[config.mk]
export PLATFORM = sky130hd
export DESIGN_NAME = ddr_cmd_issuer
export DESIGN_NICKNAME = d
export VERILOG_FILES = /design/src/rtl/ddrq_pkg.sv /design/src/rtl/ddrq_gap.sv /design/src/rtl/ddrq_bank.sv /design/src/rtl/ddr_cmd_issuer.sv
export SDC_FILE = /design/constraint.sdc
export NUM_CORES = 1
export LEC_CHECK = 0
export ABC_AREA = 1
export BUFFER_PORTS_ARGS = -buffer_cell sky130_fd_sc_hd__clkbuf_2
export CAP_MARGIN = 5
export CORE_ASPECT_RATIO = 0.7
export CORE_MARGIN = 2
export CORE_UTILIZATION = 55
export CTS_CLUSTER_SIZE = 10
export DETAILED_ROUTE_END_ITERATION = 12
export PLACE_DENSITY = 0.79
export SYNTH_ARGS = -nofsm -noshare
export SYNTH_HDL_FRONTEND = slang
export SYNTH_HIERARCHICAL = 1
export SYNTH_SLANG_ARGS = --single-unit
export TNS_END_PERCENT = 30
[constraint.sdc]
create_clock -name clk -period 2.45 [get_ports clk]
set_input_delay 0.1225 -clock clk [delete_from_list [all_inputs] [get_ports clk]]
set_output_delay 0.1225 -clock clk [all_outputs]
set_load 0.01 [all_outputs]
[src/rtl/ddrq_pkg.sv]
package ddrq_pkg;
   // {ras_n, cas_n, we_n}
   typedef enum logic [2:0] {
      CMD_NOP = 3'b111,
      CMD_ACT = 3'b011,
      CMD_RD  = 3'b101,
      CMD_WR  = 3'b100,
      CMD_PRE = 3'b010
   } ddrq_cmd_e;

   typedef enum logic [1:0] {
      ST_IDLE,
      ST_PRE,
      ST_ACT,
      ST_COL
   } ddrq_state_e;
endpackage

[src/rtl/ddrq_gap.sv]
module ddrq_gap #(
   parameter int CNT_W = 4
) (
   input  logic             clk,
   input  logic             rst_n,
   input  logic             load,
   input  logic [CNT_W-1:0] load_val,
   output logic             ok
);
   logic [CNT_W-1:0] cnt;

   always_ff @(posedge clk) begin
      if (!rst_n)          cnt <= '0;
      else if (load)       cnt <= load_val;
      else if (cnt != '0)  cnt <= cnt - 1'b1;
   end

   assign ok = (cnt == '0);
endmodule

[src/rtl/ddrq_bank.sv]
module ddrq_bank #(
   parameter int ROW_W   = 13,
   parameter int CNT_W   = 5,
   parameter int T_RCD   = 3,
   parameter int T_RP    = 3,
   parameter int T_RAS   = 7,
   parameter int COL_GAP = 2
) (
   input  logic             clk,
   input  logic             rst_n,
   input  logic             act,
   input  logic             pre,
   input  logic             col,
   input  logic             col_ap,
   input  logic [ROW_W-1:0] act_row,
   output logic             is_open,
   output logic [ROW_W-1:0] open_row,
   output logic             act_ok,
   output logic             col_ok,
   output logic             pre_ok
);
   logic [CNT_W-1:0] ras_cnt;
   logic [CNT_W-1:0] rp_val;
   logic [CNT_W-1:0] close_at;

   // Internal precharge starts at the later of burst end and tRAS expiry.
   assign close_at = (ras_cnt > CNT_W'(COL_GAP)) ? ras_cnt : CNT_W'(COL_GAP);
   assign rp_val   = (col && col_ap) ? close_at + CNT_W'(T_RP - 1) : CNT_W'(T_RP - 1);

   ddrq_gap #(.CNT_W(CNT_W)) u_rcd (
      .clk(clk), .rst_n(rst_n), .load(act),
      .load_val(CNT_W'(T_RCD - 1)), .ok(col_ok)
   );

   ddrq_gap #(.CNT_W(CNT_W)) u_rp (
      .clk(clk), .rst_n(rst_n), .load(pre || (col && col_ap)),
      .load_val(rp_val), .ok(act_ok)
   );

   always_ff @(posedge clk) begin
      if (!rst_n)              ras_cnt <= '0;
      else if (act)            ras_cnt <= CNT_W'(T_RAS - 1);
      else if (ras_cnt != '0)  ras_cnt <= ras_cnt - 1'b1;
   end
   assign pre_ok = (ras_cnt == '0);

   always_ff @(posedge clk) begin
      if (!rst_n) begin
         is_open  <= 1'b0;
         open_row <= '0;
      end else if (act) begin
         is_open  <= 1'b1;
         open_row <= act_row;
      end else if (pre || (col && col_ap)) begin
         is_open  <= 1'b0;
      end
   end
endmodule

[src/rtl/ddr_cmd_issuer.sv]
module ddr_cmd_issuer
   import ddrq_pkg::*;
#(
   parameter int ROW_W     = 13,
   parameter int COL_W     = 9,
   parameter int BANK_W    = 2,
   parameter int BURST_LEN = 4,
   parameter int T_RCD     = 3,
   parameter int T_RP      = 3,
   parameter int T_RAS     = 7
) (
   input  logic                            clk,
   input  logic                            rst_n,
   input  logic                            req_valid,
   output logic                            req_ready,
   input  logic                            req_write,
   input  logic [ROW_W+BANK_W+COL_W-1:0]   req_addr,
   input  logic                            req_autopre,
   output logic                            cs_n,
   output logic                            ras_n,
   output logic                            cas_n,
   output logic                            we_n,
   output logic [BANK_W-1:0]               ba,
   output logic [ROW_W-1:0]                a,
   output logic                            issued
);
   localparam int NBANK   = 1 << BANK_W;
   localparam int COL_GAP = BURST_LEN / 2;
   localparam int CNT_W   = $clog2(T_RAS + T_RP + COL_GAP + 2);
   localparam int AP_BIT  = 10;

   if (BURST_LEN != 2 && BURST_LEN != 4 && BURST_LEN != 8) begin : g_bad_bl
      $error("BURST_LEN must be 2, 4 or 8");
   end
   if (ROW_W <= AP_BIT || COL_W > AP_BIT) begin : g_bad_width
      $error("address bus must hold bit 10 above the column field");
   end
   if (T_RCD < 1 || T_RP < 1 || T_RAS < 1) begin : g_bad_timing
      $error("timing minimums must be at least one cycle");
   end

   ddrq_state_e       state;
   logic              q_wr, q_ap;
   logic [BANK_W-1:0] q_bank;
   logic [ROW_W-1:0]  q_row;
   logic [COL_W-1:0]  q_col;

   logic [COL_W-1:0]  in_col;
   logic [BANK_W-1:0] in_bank;
   logic [ROW_W-1:0]  in_row;
   assign in_col  = req_addr[COL_W-1:0];
   assign in_bank = req_addr[COL_W +: BANK_W];
   assign in_row  = req_addr[COL_W+BANK_W +: ROW_W];

   logic [NBANK-1:0]  b_open, b_act_ok, b_col_ok, b_pre_ok;
   logic [ROW_W-1:0]  b_row [NBANK];
   logic              gap_ok;
   logic              accept, do_act, do_pre, do_col;
   logic [ROW_W-1:0]  col_addr;

   assign req_ready = (state == ST_IDLE);
   assign accept    = req_valid && req_ready;
   assign do_pre    = (state == ST_PRE) && b_pre_ok[q_bank] && gap_ok;
   assign do_act    = (state == ST_ACT) && b_act_ok[q_bank];
   assign do_col    = (state == ST_COL) && b_col_ok[q_bank] && gap_ok;

   always_comb begin
      col_addr              = '0;
      col_addr[COL_W-1:0]   = q_col;
      col_addr[AP_BIT]      = q_ap;
   end

   for (genvar g = 0; g < NBANK; g++) begin : g_bank
      ddrq_bank #(
         .ROW_W(ROW_W), .CNT_W(CNT_W), .T_RCD(T_RCD),
         .T_RP(T_RP), .T_RAS(T_RAS), .COL_GAP(COL_GAP)
      ) u_bank (
         .clk(clk), .rst_n(rst_n),
         .act(do_act && (q_bank == BANK_W'(g))),
         .pre(do_pre && (q_bank == BANK_W'(g))),
         .col(do_col && (q_bank == BANK_W'(g))),
         .col_ap(q_ap),
         .act_row(q_row),
         .is_open(b_open[g]),
         .open_row(b_row[g]),
         .act_ok(b_act_ok[g]),
         .col_ok(b_col_ok[g]),
         .pre_ok(b_pre_ok[g])
      );
   end

   ddrq_gap #(.CNT_W(CNT_W)) u_colgap (
      .clk(clk), .rst_n(rst_n), .load(do_col),
      .load_val(CNT_W'(COL_GAP - 1)), .ok(gap_ok)
   );

   always_ff @(posedge clk) begin
      if (!rst_n) begin
         state  <= ST_IDLE;
         q_wr   <= 1'b0;
         q_ap   <= 1'b0;
         q_bank <= '0;
         q_row  <= '0;
         q_col  <= '0;
      end else begin
         unique case (state)
            ST_IDLE: if (accept) begin
               q_wr   <= req_write;
               q_ap   <= req_autopre;
               q_bank <= in_bank;
               q_row  <= in_row;
               q_col  <= in_col;
               if (b_open[in_bank] && b_row[in_bank] == in_row) state <= ST_COL;
               else if (b_open[in_bank])                       state <= ST_PRE;
               else                                            state <= ST_ACT;
            end
            ST_PRE: if (do_pre) state <= ST_ACT;
            ST_ACT: if (do_act) state <= ST_COL;
            ST_COL: if (do_col) state <= ST_IDLE;
            default: state <= ST_IDLE;
         endcase
      end
   end

   ddrq_cmd_e cmd_q;
   assign {ras_n, cas_n, we_n} = cmd_q;

   always_ff @(posedge clk) begin
      if (!rst_n) begin
         cs_n   <= 1'b1;
         cmd_q  <= CMD_NOP;
         ba     <= '0;
         a      <= '0;
         issued <= 1'b0;
      end else begin
         cs_n   <= 1'b1;
         cmd_q  <= CMD_NOP;
         ba     <= '0;
         a      <= '0;
         issued <= 1'b0;
         if (do_pre) begin
            cs_n  <= 1'b0;
            cmd_q <= CMD_PRE;
            ba    <= q_bank;
         end else if (do_act) begin
            cs_n  <= 1'b0;
            cmd_q <= CMD_ACT;
            ba    <= q_bank;
            a     <= q_row;
         end else if (do_col) begin
            cs_n   <= 1'b0;
            cmd_q  <= q_wr ? CMD_WR : CMD_RD;
            ba     <= q_bank;
            a      <= col_addr;
            issued <= 1'b1;
         end
      end
   end
endmodule

# Word level (Yosys, flattened, before mapping)
# Index checks and enable logic that the tools add are counted.
# W data, S select, Z words.
dict set report classes {
  addsub 17
  n_mul 0
  div_mod_pow 0
  magnitude_cmp 7
  eq_ne 11
  shifts 0
  n_mux 73
  n_bitwise 3
  reduce_logical 82
}
# cell count
set op_table {}
lappend op_table {{$mux W4} 16}
lappend op_table {{$logic_not A4 Y1} 13}
lappend op_table {{$reduce_bool A4 Y1} 13}
lappend op_table {{$sub A4 B1 Y4 const B} 13}
lappend op_table {{$mux W13} 3}
lappend op_table {{$mux W2} 18}
lappend op_table {{$reduce_bool A2 Y1} 17}
lappend op_table {{$mux W3} 10}
lappend op_table {{$bmux W13 S2} 1}
lappend op_table {{$logic_and A1 B1 Y1} 23}
lappend op_table {{$mux W1} 19}
lappend op_table {{$add A4 B2 Y4 const B} 4}
lappend op_table {{$gt A4 B2 Y1 const B} 4}
lappend op_table {{$eq A13 B13 Y1} 1}
lappend op_table {{$reduce_or A2 Y1} 6}
lappend op_table {{$mux W11} 1}
lappend op_table {{$bmux W1 S2} 4}
lappend op_table {{$eq A2 B2 Y1 const B} 4}
lappend op_table {{$pmux W2 S4} 1}
lappend op_table {{$lt A2 B3 Y1 const B} 2}
lappend op_table {{$ne A2 B2 Y1 const B} 3}
lappend op_table {{$eq A2 B1 Y1 const B} 2}
lappend op_table {{$logic_not A2 Y1} 2}
lappend op_table {{$logic_or A1 B1 Y1} 4}
lappend op_table {{other kinds (8)} 9}
dict set report word_totals {
  reg_bits 156
  latchBits 0
  mem_bits_rw 0
  romBits 0
  inputBits 29
  wordCells 235
  mem_count 0
}

# Depth between registers and ports, before layout
# Gate-level depths: netlist of run 1.
dict set report depth {
  depth_word 10
  depth_mapped 17
  depth_no_buf 16
}

# Hierarchy
# Netlist of run 1, hierarchy kept.
# mod instances cells_each area_each_um2 seq_area_each_um2
set by_module_without_submodules {}
lappend by_module_without_submodules {ddrq_bank 4 98 724.4 360.3}
lappend by_module_without_submodules {ddr_cmd_issuer 1 405 2597.5 960.9}
lappend by_module_without_submodules {ddrq_gap 9 40 247.7 80.1}

# Worst setup path before layout of run 1
# Ideal clock, no wire load.
dict set report synth_path {
  path_kind {reg2reg}
  startpoint {register g_bank[2].u_bank.u_rp.cnt[0]}
  endpoint {register g_bank[1].u_bank.u_rcd.cnt[3]}
  setup_ps 111
  arrival_time_ps 2033
  t_required_ps 2339
  path_slack_ps 305
  path_stages_with_launch 18
  path_buffers 1
  period_less_slack_ps 2145
  path_cell_list {dfxtp_1 > inv_1 > ha_1 > nand2_1 > nor2_1 > inv_1 > nor2_1 > a21oi_1 > nand2_1 > nand2_1 > inv_1 > buf_2 > nand2_1 > inv_1 > inv_2 > or2_0 > nand3_1 > nor2_1}
}
dict set report synth_between {
  elab_chain_cells 6
}
# element line_no
set synth_rtl {}
lappend synth_rtl {{start, declared} ddrq_gap.sv:10} ;# logic [CNT_W-1:0] cnt;
lappend synth_rtl {{start signal, assigned} ddrq_gap.sv:14} ;# else if (load) cnt <= load_val;
lappend synth_rtl {{start signal, assigned} ddrq_gap.sv:15} ;# else if (cnt != '0) cnt <= cnt - 1'b1;
lappend synth_rtl {{$logic_not A4 Y1} ddrq_gap.sv:18} ;# assign ok = (cnt == '0);
lappend synth_rtl {{named net b_act_ok[2]} ddr_cmd_issuer.sv:55} ;# logic [NBANK-1:0] b_open, b_act_ok, b_col_ok, b_pre_ok;
lappend synth_rtl {{$bmux W1 S2} ddr_cmd_issuer.sv:64} ;# assign do_act = (state == ST_ACT) && b_act_ok[q_bank];
lappend synth_rtl {{$mux W1 (not written as such)} ddr_cmd_issuer.sv:64}
lappend synth_rtl {{$logic_and A1 B1 Y1} ddr_cmd_issuer.sv:64}
lappend synth_rtl {{$logic_and A1 B1 Y1} ddr_cmd_issuer.sv:79} ;# .act(do_act && (q_bank == BANK_W'(g))),
lappend synth_rtl {{$reduce_or A2 Y1 (no source line)} --}
lappend synth_rtl {{end signal, assigned} ddrq_gap.sv:14}
lappend synth_rtl {{end signal, assigned} ddrq_gap.sv:15}
lappend synth_rtl {{end, declared} ddrq_gap.sv:10}
# The timed path passes the listed nets, and every way through them passes these cells. The select of a mux whose other input is x is not followed.
# A chain may end at the register's enable or synchronous reset.

# Worst setup path in the final report of run 1
dict set report layout_path {
  startpoint {register g_bank[2].u_bank.u_rp.cnt[0]}
  endpoint {register g_bank[2].u_bank.ras_cnt[2]}
}
dict set report layout_between {
  elab_chain_cells 6
  elab_cells_between_ends 7
  classes_between {3 x mux; 4 x reduce/logical}
}
# element line_no
set layout_rtl {}
lappend layout_rtl {{$logic_not A4 Y1 (*)} ddrq_gap.sv:18}
lappend layout_rtl {{named net b_act_ok[2]} ddr_cmd_issuer.sv:55}
lappend layout_rtl {{$bmux W1 S2 (*)} ddr_cmd_issuer.sv:64}
lappend layout_rtl {{$mux W1 (not written as such) (*)} ddr_cmd_issuer.sv:64}
lappend layout_rtl {{$logic_and A1 B1 Y1 (*)} ddr_cmd_issuer.sv:64}
lappend layout_rtl {{$logic_and A1 B1 Y1 (*)} ddr_cmd_issuer.sv:79}
lappend layout_rtl {{$mux W3 or $reduce_bool A2 Y1 (tied branches)} --}
lappend layout_rtl {{end signal, assigned} ddrq_bank.sv:42} ;# else if (act) ras_cnt <= CNT_W'(T_RAS - 1);
lappend layout_rtl {{end signal, assigned} ddrq_bank.sv:43} ;# else if (ras_cnt != '0) ras_cnt <= ras_cnt - 1'b1;
lappend layout_rtl {{end, declared} ddrq_bank.sv:22} ;# logic [CNT_W-1:0] ras_cnt;
# Mark *: on every way through the listed nets, which the timed path passes. The rest lies on a longest branch. The select of a mux whose other input is x is not followed.

==> out/metrics.cfg, run 1 <==
[run_status]
status=finished clean

[worst_setup_path]
cpMaxStageDelayCell=dfxtp_1
cp.required_ps=2780
critical-path-top-delay-family=simple AND/OR/NAND/NOR gates
cp_max_fo=21
crit_path_start_kind=flip-flop
cpPeakStageDelay_ps=360
path_cells=inv_1, ha_2, nand2_1, nor2_1, inv_1, nor2_1, a21oi_1, nand2_1, nand2_2, nor2_1, buf_12, inv_2, nand3_1, nand2_1, inv_1
cp_num_buf_inv=5
r2r_slack_ps=150
worstSetupEndpointType=flip-flop
setup.worst_path.class=reg2reg
crit_arrival_ps=2640

[pwr]
leakagePower_nw=4.31
ir_worst_vdd_mv=0.597
p_per_area_nw_per_um2=983

[timing]
min_period_ps=2300
finClkSkew_ps=14.8
rsz0062_at_grt=yes
post-route-period-util_pct=94.0
worst_pin_slew_ps=545
final_max_slew_viol_count=0
relSlewSlack_pct=63.6
fmax_mhz=434
setup_viol=0
finalHoldViolations=0

[cts]
clock_path_buffers=2
path_clk_slew_ps=70
worstSkewPairLatency_ps=440
cts_buffers=17
htreeDepth=4
cts.sinks=156
cts_tree=done
cts_root_buffer=clkbuf_16

[synthesis]
yosysSeqAreaShare_pct=40.4
avgSynthCellArea_sq_um=6.68
synthCells=1157
synth-seq-cells=156
synth_common_cells=264 x nand2_1, 217 x nor2_1, 156 x dfxtp_1
synth.most_common_cell=nand2_1
yosysTopAreaCell=dfxtp_1
yosysWarnings=6
ys_dominant_reg_cell=dfxtp_1
synthArstFlopShare_pct=0
synth_cell_type_count=33
syn_area_sq_um=7720
yosys.area.top_type_share_pct=40.4
synth_enable_flop_cells=0
synth.area.top_cells=dfxtp_1 40%, nand2_1 13%, nor2_1 11%

[placed_design]
placed_area_sq_um=8140
place.gp.congestion=0.874
numPortBuffers=49
dp_hpwl_mm=12.8

[route]
num_vias=7473
wire_per_inst_microns=13.4
ant_nets=0
drt_iter0_drc=628
totalWireLength_mm=19.3
avgViaCountPerCell=5.21
drt_first_pass_iters=7
drc=0

[finish]
n_fill_cell=1210
layout-drive-gt1-share_pct=12.3
nets=1278
final_cell_area_sq_um=9000
multiInputGateArea_sq_um=3960
utilization_pct=65.1
syn_to_final_growth_pct=16.5
antennaDiodeCount=0
regArea_sq_um=3120

[die]
core_area_sq_um=13800
row_count=36
die_y_microns=103
dieArea_sq_um=15000
die_x_microns=146
pin_count=50
initial_core_util_pct=55.9

[global_route]
grtUsageTotal_pct=26.2
grt_pass1_wl_mm=31.7
grt_remaining_overflow=0
grt_max_degree=122
grt_pass1_vias=6666
antenna_found_initial=0

[worst_hold_path]
hp-class=in2reg

[job]
cap_violations=0

## placed cells by master (no fill, tap or decap), types with 19 or more instances in the layout
cell type        n
a21oi_1         62
clkbuf_2        48
conb_1          20
dfxtp_1        156
dlygate4sd3_1   19
inv_1          117
nand2_1        255
nand3_1         81
nor2_1         216
o21ai_0        102
## cell type report
type	instances	area share (%)
tap	190	2.64
clock buffer	17	4.73
multi-input combinational	841	44.0
inverter	136	5.74
clock inverter	15	1.88
sequential	156	34.7
timing repair buffer	80	6.28
## per-stage QoR
stage | setup TNS (ps) | hold WS (ps) | setup slack [ps] | total power (W) | std cells
6_report | 0 | 0.165 | 148 | 0.00884 | 1435
3_5_place_dp | 0 | 380 | 133 | 0.00615 | 1383
5_1_grt | -33.3 | 3.05 | -19.5 | 0.00948 | 1435
2_1_floorplan | 0 | 247 | 305 | 0.00547 | 1167
4_1_cts | 0 | 0.362 | 110 | 0.00880 | 1434
3_3_place_gp | 0 | 373 | 197 | 0.00607 | 1383
## worst reg2reg max path, cell delays in order (launching register included)
cell     delay, ps
dfxtp_1        360
inv_1           90
ha_2           220
nand2_1         90
nor2_1          50
inv_1           50
nor2_1          40
a21oi_1        220
nand2_1        110
nand2_2        130
nor2_1          90
buf_12         170
inv_2          310
nand3_1        150
nand2_1         90
inv_1           40
## what timing repair did
item,in CTS,in global routing
gates resized for setup,0,24
hold buffers,19,0
endpoints found under the setup margin,0,49
hold endpoints to repair,19,0
setup buffers,0,1
## per-layer routing
metal / up-vias / share of wire (%) / global-route usage (%)
met3: 26 / 6.9 / 5.84
met1: 3385 / 47 / 35.7
li1: 3815 / - / -
met4: 0 / 1.5 / 7.92
met2: 247 / 45 / 42.3
met5: - / 0 / 0
## worst paths after layout
kind / from / endpoint / depth (start not counted)
setup reg to reg: g_bank[2].u_bank/u_rp/cnt[0] / g_bank[2].u_bank/ras_cnt[2] / 15
hold / removal: req_addr[20] / q_row[9] / 3
hold reg to reg: q_col[1] / a[1] / 2
setup / recovery: g_bank[2].u_bank/u_rp/cnt[0] / g_bank[2].u_bank/ras_cnt[2] / 15
## sequential cells by signal, indices dropped and copies added (netlist names), 4 cells and up
| register | count |
|---|---|
| g_bank.u_bank/u_rp/cnt | 16 |
| a | 13 |
| g_bank.u_bank/ras_cnt | 16 |
| u_colgap/cnt | 4 |
| g_bank.u_bank/open_row | 52 |
| q_row | 13 |
| g_bank.u_bank/is_open | 4 |
| g_bank.u_bank/u_rcd/cnt | 16 |
| q_col | 9 |
## kinds of logic after synthesis
family	after synthesis	share of synthesized area, %
AO/OA/AOI/OAI	179	12.4
XOR/XNOR	6	0.680
adder cells (fa/ha/maj)	17	2.75
buffers and inverters	170	9.51
flip-flops	156	40.4
other	10	0.486
AND/OR/NAND/NOR	619	33.8
## where the power goes
| group | switching (W) | internal [W] |
|---|---|---|
| Clock | 0.00125 | 0.00138 |
| Sequential | 0.000400 | 0.00301 |
| Combinational | 0.00179 | 0.00102 |
| Total | 0.00344 | 0.00540 |
Note: power is estimated with default switching activity, not from simulation.
==> run 2, diff against run 1 <==
==> constraint.sdc (replaced) <==
create_clock -name clk -period 2.45 [get_ports clk]
set_input_delay 0.6125 -clock clk [delete_from_list [all_inputs] [get_ports clk]]
set_output_delay 0.6125 -clock clk [all_outputs]
set_load 0.01 [all_outputs]
==> out/metrics.cfg, run 2 (synthesis results as in run 1) <==
[route]
avgViaCountPerCell=5.22
drc=0
ant_nets=0
drt_iter0_drc=604
num_vias=7426
drt_first_pass_iters=6
totalWireLength_mm=19.3
wire_per_inst_microns=13.6

[pwr]
p_per_area_nw_per_um2=1010
leakagePower_nw=4.25
ir_worst_vdd_mv=0.539

[finish]
antennaDiodeCount=0
nets=1266
mostFrequentLayoutCells=255 x nand2_1, 212 x nor2_1, 156 x dfxtp_1
final_common_cell=nand2_1
layout-drive-gt1-share_pct=13.5
utilization_pct=64.3
regMostFlops=g_bank.u_bank/open_row
syn_to_final_growth_pct=15.0
largest_reg_flops=52

[global_route]
antenna_found_initial=0
grt_pass1_vias=6770
grt_remaining_overflow=0
grtUsageTotal_pct=26.2
grt_max_degree=122
grt_pass1_wl_mm=31.9

[worst_setup_path]
worstSetupEndpointType=flip-flop
setup.worst_path.class=reg2reg
r2r_slack_ps=200
crit_arrival_ps=2600
cp_max_fo=16
rr_endpoint=g_bank[3].u_bank/ras_cnt[3]
worst_r2r_path_depth=12
crit_path_start_kind=flip-flop
cp.required_ps=2800
timing.rr.start=g_bank[0].u_bank/u_rp/cnt[0]

[timing]
setup_viol=0
finClkSkew_ps=13.8
final_max_slew_viol_count=0
finalHoldViolations=0
relSlewSlack_pct=65.3
min_period_ps=2250
worst_pin_slew_ps=521
hold_slack_ps=436
fmax_mhz=444
rsz0062_at_grt=yes
post-route-period-util_pct=92.0

[die]
initial_core_util_pct=55.9
dieArea_sq_um=15000
die_y_microns=103
die_x_microns=146
pin_count=50
core_area_sq_um=13800
row_count=36

[cts]
cts.sinks=156
cts_root_buffer=clkbuf_16
path_clk_slew_ps=70
cts_hold_buffers=0
worstSkewPairLatency_ps=430
cts_tree=done
cts_buffers=17
htreeDepth=4
clock_path_buffers=2

[placed_design]
numPortBuffers=49
dp_hpwl_mm=13.0
place.gp.congestion=0.915

[worst_hold_path]
hold_path_depth=3
min_to=q_col[8]
min_from=req_addr[8]
hp-class=in2reg

[run_status]
status=finished clean

[job]
cap_violations=0

==> run 2: cell types whose count changed in the layout (fill, tap and decap cells not counted), moves of 4 or more <==
cell,change
nor2_1,-4
nor2_2,+4
dlygate4sd3_1,-19
buf_4,+7
==> run 2: worst max-delay path: stages, from the launching register on <==
cell,delay (ps)
dfxtp_1,350
inv_1,80
ha_1,260
nand2_1,110
nor2_1,50
a22oi_1,230
nand2_1,110
nand2_2,160
nor2_2,70
buf_4,140
inv_2,320
nand2_1,130
a211oi_1,180
==> run 2: final cells by class <==
cell class,count,area (sq um)
fill,1244,4940
multi-input combinational,841,3960
sequential,156,3120
inverter,136,520
clock buffer,17,425
timing repair buffer,68,419
tap,190,238
clock inverter,15,199
==> run 2: metal layers <==
layer	global-route usage [%]	share of wire [%]	up-vias
met5	0	0	-
met1	35.4	47	3352
met3	4.29	6.9	35
met2	42.7	44	247
li1	-	-	3792
met4	9.95	2.0	0
==> run 2: power by group <==
| group | switching, W | leakage, nW | internal [W] |
|---|---|---|---|
| Clock | 0.00121 | 0.300 | 0.00156 |
| Sequential | 0.000407 | 1.27 | 0.00301 |
| Combinational | 0.00180 | 2.68 | 0.00102 |
==> run 2: how the worst max path moves through the flow <==
stage / start / end / slack (ps) / cells past startpoint
6_report: g_bank[0].u_bank/u_rp/cnt[0] / g_bank[3].u_bank/ras_cnt[3] / 200 / 12
5_1_grt: g_bank[2].u_bank/u_rcd/cnt[0] / g_bank[2].u_bank/u_rp/cnt[0] / -30 / 14
4_1_cts: g_bank[2].u_bank/u_rp/cnt[0] / g_bank[0].u_bank/ras_cnt[3] / 70 / 15
3_5_place_dp: g_bank[2].u_bank/u_rp/cnt[0] / g_bank[2].u_bank/ras_cnt[3] / 60 / 14
3_3_place_gp: u_colgap/cnt[0] / g_bank[3].u_bank/u_rp/cnt[3] / 190 / 14
2_1_floorplan: g_bank[2].u_bank/u_rp/cnt[0] / g_bank[1].u_bank/u_rcd/cnt[3] / 310 / 17
==> run 2: through the flow <==
stage | total power (W) | cell area (sq um) | setup TNS [ps] | worst slack, ps | std cells
CTS | 0.00894 | 8810 | 0 | 70.2 | 1422
global route | 0.00964 | 8880 | -34.8 | -29.0 | 1423
global placement | 0.00610 | 8180 | 0 | 192 | 1390
finish | 0.00901 | 8880 | 0 | 197 | 1423
detailed placement | 0.00618 | 8180 | 0 | 62.2 | 1390
floorplan | 0.00547 | 7760 | 0 | 305 | 1167
==> run 2: repair_timing <==
item | in CTS | in global routing
gates resized for setup | 0 | 31
setup endpoints to repair | 0 | 99
buffers inserted | 0 | 1
==> run 3, diff against run 2 <==
--- a/config.mk
+++ b/config.mk
@@ -13,9 +13,8 @@
 export CORE_UTILIZATION = 55
 export CTS_CLUSTER_SIZE = 10
 export DETAILED_ROUTE_END_ITERATION = 12
-export PLACE_DENSITY = 0.79
+export PLACE_DENSITY = 0.8
 export SYNTH_ARGS = -nofsm -noshare
 export SYNTH_HDL_FRONTEND = slang
-export SYNTH_HIERARCHICAL = 1
 export SYNTH_SLANG_ARGS = --single-unit
 export TNS_END_PERCENT = 30
==> out/metrics.cfg, run 3 <==
[worst_setup_path]
worst-path-stages=10
critical-path-top-delay-family=simple AND/OR/NAND/NOR gates
cpPeakStageDelay_ps=380
cpMaxStageDelayCell=nand2_1
crit_top_cell=nand2_1
path_cells=inv_1, ha_1, nand3_1, nand2_1, nand2_1, nor2_2, nand2_2, inv_2, nand2_1, o22ai_1
setup.worst_path.class=reg2reg
cp.required_ps=2810
cp_num_buf_inv=2
worstSetupEndpointType=flip-flop
crit_path_start_kind=flip-flop
cp_max_fo=13
crit_arrival_ps=2550
worst_r2r_path_depth=10

[die]
pin_count=50
row_count=34
core_area_sq_um=12500
initial_core_util_pct=56.6
die_x_microns=139
dieArea_sq_um=13800
die_y_microns=98.8

[global_route]
grt_pass1_vias=5958
grt_pass1_wl_mm=29.7
grt_max_degree=47
use_met1_pct=40.1
busiest_layer=met1
use_met2_pct=38.1
antenna_found_initial=0
use_met3_pct=8.65
grt_remaining_overflow=0
grtUsageTotal_pct=27.2

[synthesis]
yosysSeqAreaShare_pct=44.3
synth.area.top_cells=dfxtp_1 44%, nand2_1 12%, nand3_1 6.7%
synth_nets=1003
avgSynthCellArea_sq_um=7.36
synthArstFlopShare_pct=0
yosysTopAreaCell=dfxtp_1
synth-seq-cells=156
yosysWarnings=0
synth_cell_type_count=36
synth_common_cells=231 x nand2_1, 156 x dfxtp_1, 103 x inv_1
ys_dominant_reg_cell=dfxtp_1
synthCells=959
synth_enable_flop_cells=0
synth.most_common_cell=nand2_1
syn_area_sq_um=7060
yosys.area.top_type_share_pct=44.3

[cts]
htreeDepth=4
path_clk_slew_ps=70
cts_root_buffer=clkbuf_16
cts_hold_buffers=0
clock_path_buffers=2
worstSkewPairLatency_ps=430
cts.sinks=156
post_cts_resized=0
cts_tree=done
cts_setup_buffers=0
cts_buffers=17

[finish]
mostFrequentLayoutCells=231 x nand2_1, 156 x dfxtp_1, 103 x inv_1
final_common_cell=nand2_1
largest_reg_flops=52
antennaDiodeCount=0
regMostFlops=g_bank.u_bank.open_row
layout-drive-gt1-share_pct=13.1
nets=1049
syn_to_final_growth_pct=13.8

[worst_hold_path]
hold_path_depth=2
hp-class=reg2reg

[timing]
setup-tns-final_ps=0
min_period_ps=2200
finClkSkew_ps=9.25
final_max_slew_viol_count=0
fmax_mhz=455
rsz0062_at_grt=no
relSlewSlack_pct=65.4
setup_ws_ps=253
finalHoldViolations=0
post-route-period-util_pct=89.7
setup_viol=0
worst_pin_slew_ps=518

[placed_design]
numPortBuffers=49
pre_cts_ws_ps=318
dp_hpwl_mm=12.7
place.gp.congestion=0.895

[pwr]
finalPower_w=0.00839
ir_worst_vdd_mv=0.643
p_per_area_nw_per_um2=1040
leakagePower_nw=3.42

[route]
totalWireLength_mm=18.0
drt_first_pass_iters=5
ant_nets=0
wire_per_inst_microns=15.3
drt_iter0_drc=809
num_vias=6435
drc=0
avgViaCountPerCell=5.45

[job]
cap_violations=0

[run_status]
status=finished clean

## run 3: cell count changes in the layout (fill, tap and decap cells not counted), sizes merged, moves of 8 or more
cell	delta
o22ai	+9
a22oi	+8
xor2	+10
nand4	-17
nand2	-22
nor2	-147
inv	-25
or2	-9
o21ai	-44
nand3b	+8
conb	-20
a21oi	+20
## run 3: logic make-up after synthesis
| family | synth area share [%] |
|---|---|
| compound gates | 14.1 |
| xor+xnor | 1.74 |
| fa+ha+maj | 2.66 |
| buf+inv | 9.01 |
| flops | 44.3 |
| simple gates | 28.2 |
## run 3: worst min-delay path, delay by kind of cell, from the launching register on
family | cells | cell delay (ps)
and+or+nand+nor | 2 | 100
DFF | 1 | 310
## run 3: worst paths after layout
kind,to,slack [ps],from
worst min register to register,g_bank[2].u_bank.u_rcd.cnt[3],440,g_bank[2].u_bank.u_rcd.cnt[3]
worst min-delay path,g_bank[2].u_bank.u_rcd.cnt[3],440,g_bank[2].u_bank.u_rcd.cnt[3]
worst max register to register,a[5],250,g_bank[1].u_bank.u_rp.cnt[0]
worst max-delay path,a[5],250,g_bank[1].u_bank.u_rp.cnt[0]
## run 3: layout make-up
type                            count  area [sq um]
Multi-Input combinational cell    654          3300
Fill cell                        1068          4440
Tap cell                          162           203
Timing Repair Buffer               67           405
Clock inverter                     15           165
Clock buffer                       17           425
Inverter                          109           409
Sequential cell                   156          3120
## run 3: power by group
part / internal (W) / total, W / switching (W)
combinational: 0.000841 / 0.00251 / 0.00167
sequential: 0.00296 / 0.00325 / 0.000296
clock: 0.00138 / 0.00262 / 0.00124
## run 3: stage by stage
stage / instance area (sq um) / cells / hold slack [ps] / utilization, %
floorplan: 7060 / 959 / 422 / -
global placement: 7440 / 1148 / 432 / 59.7
detailed placement: 7440 / 1148 / 433 / 59.7
CTS: 8030 / 1180 / 442 / 64.4
global route: 8030 / 1180 / 455 / 64.4
finish: 8030 / 1180 / 441 / 64.4
## run 3: metal layers
metal  routed length [microns]  vias to the layer above
li1                          -                     3215
met1                      8520                     2882
met2                      7260                      309
met3                      2020                       29
met4                       257                        0
met5                         0                        -
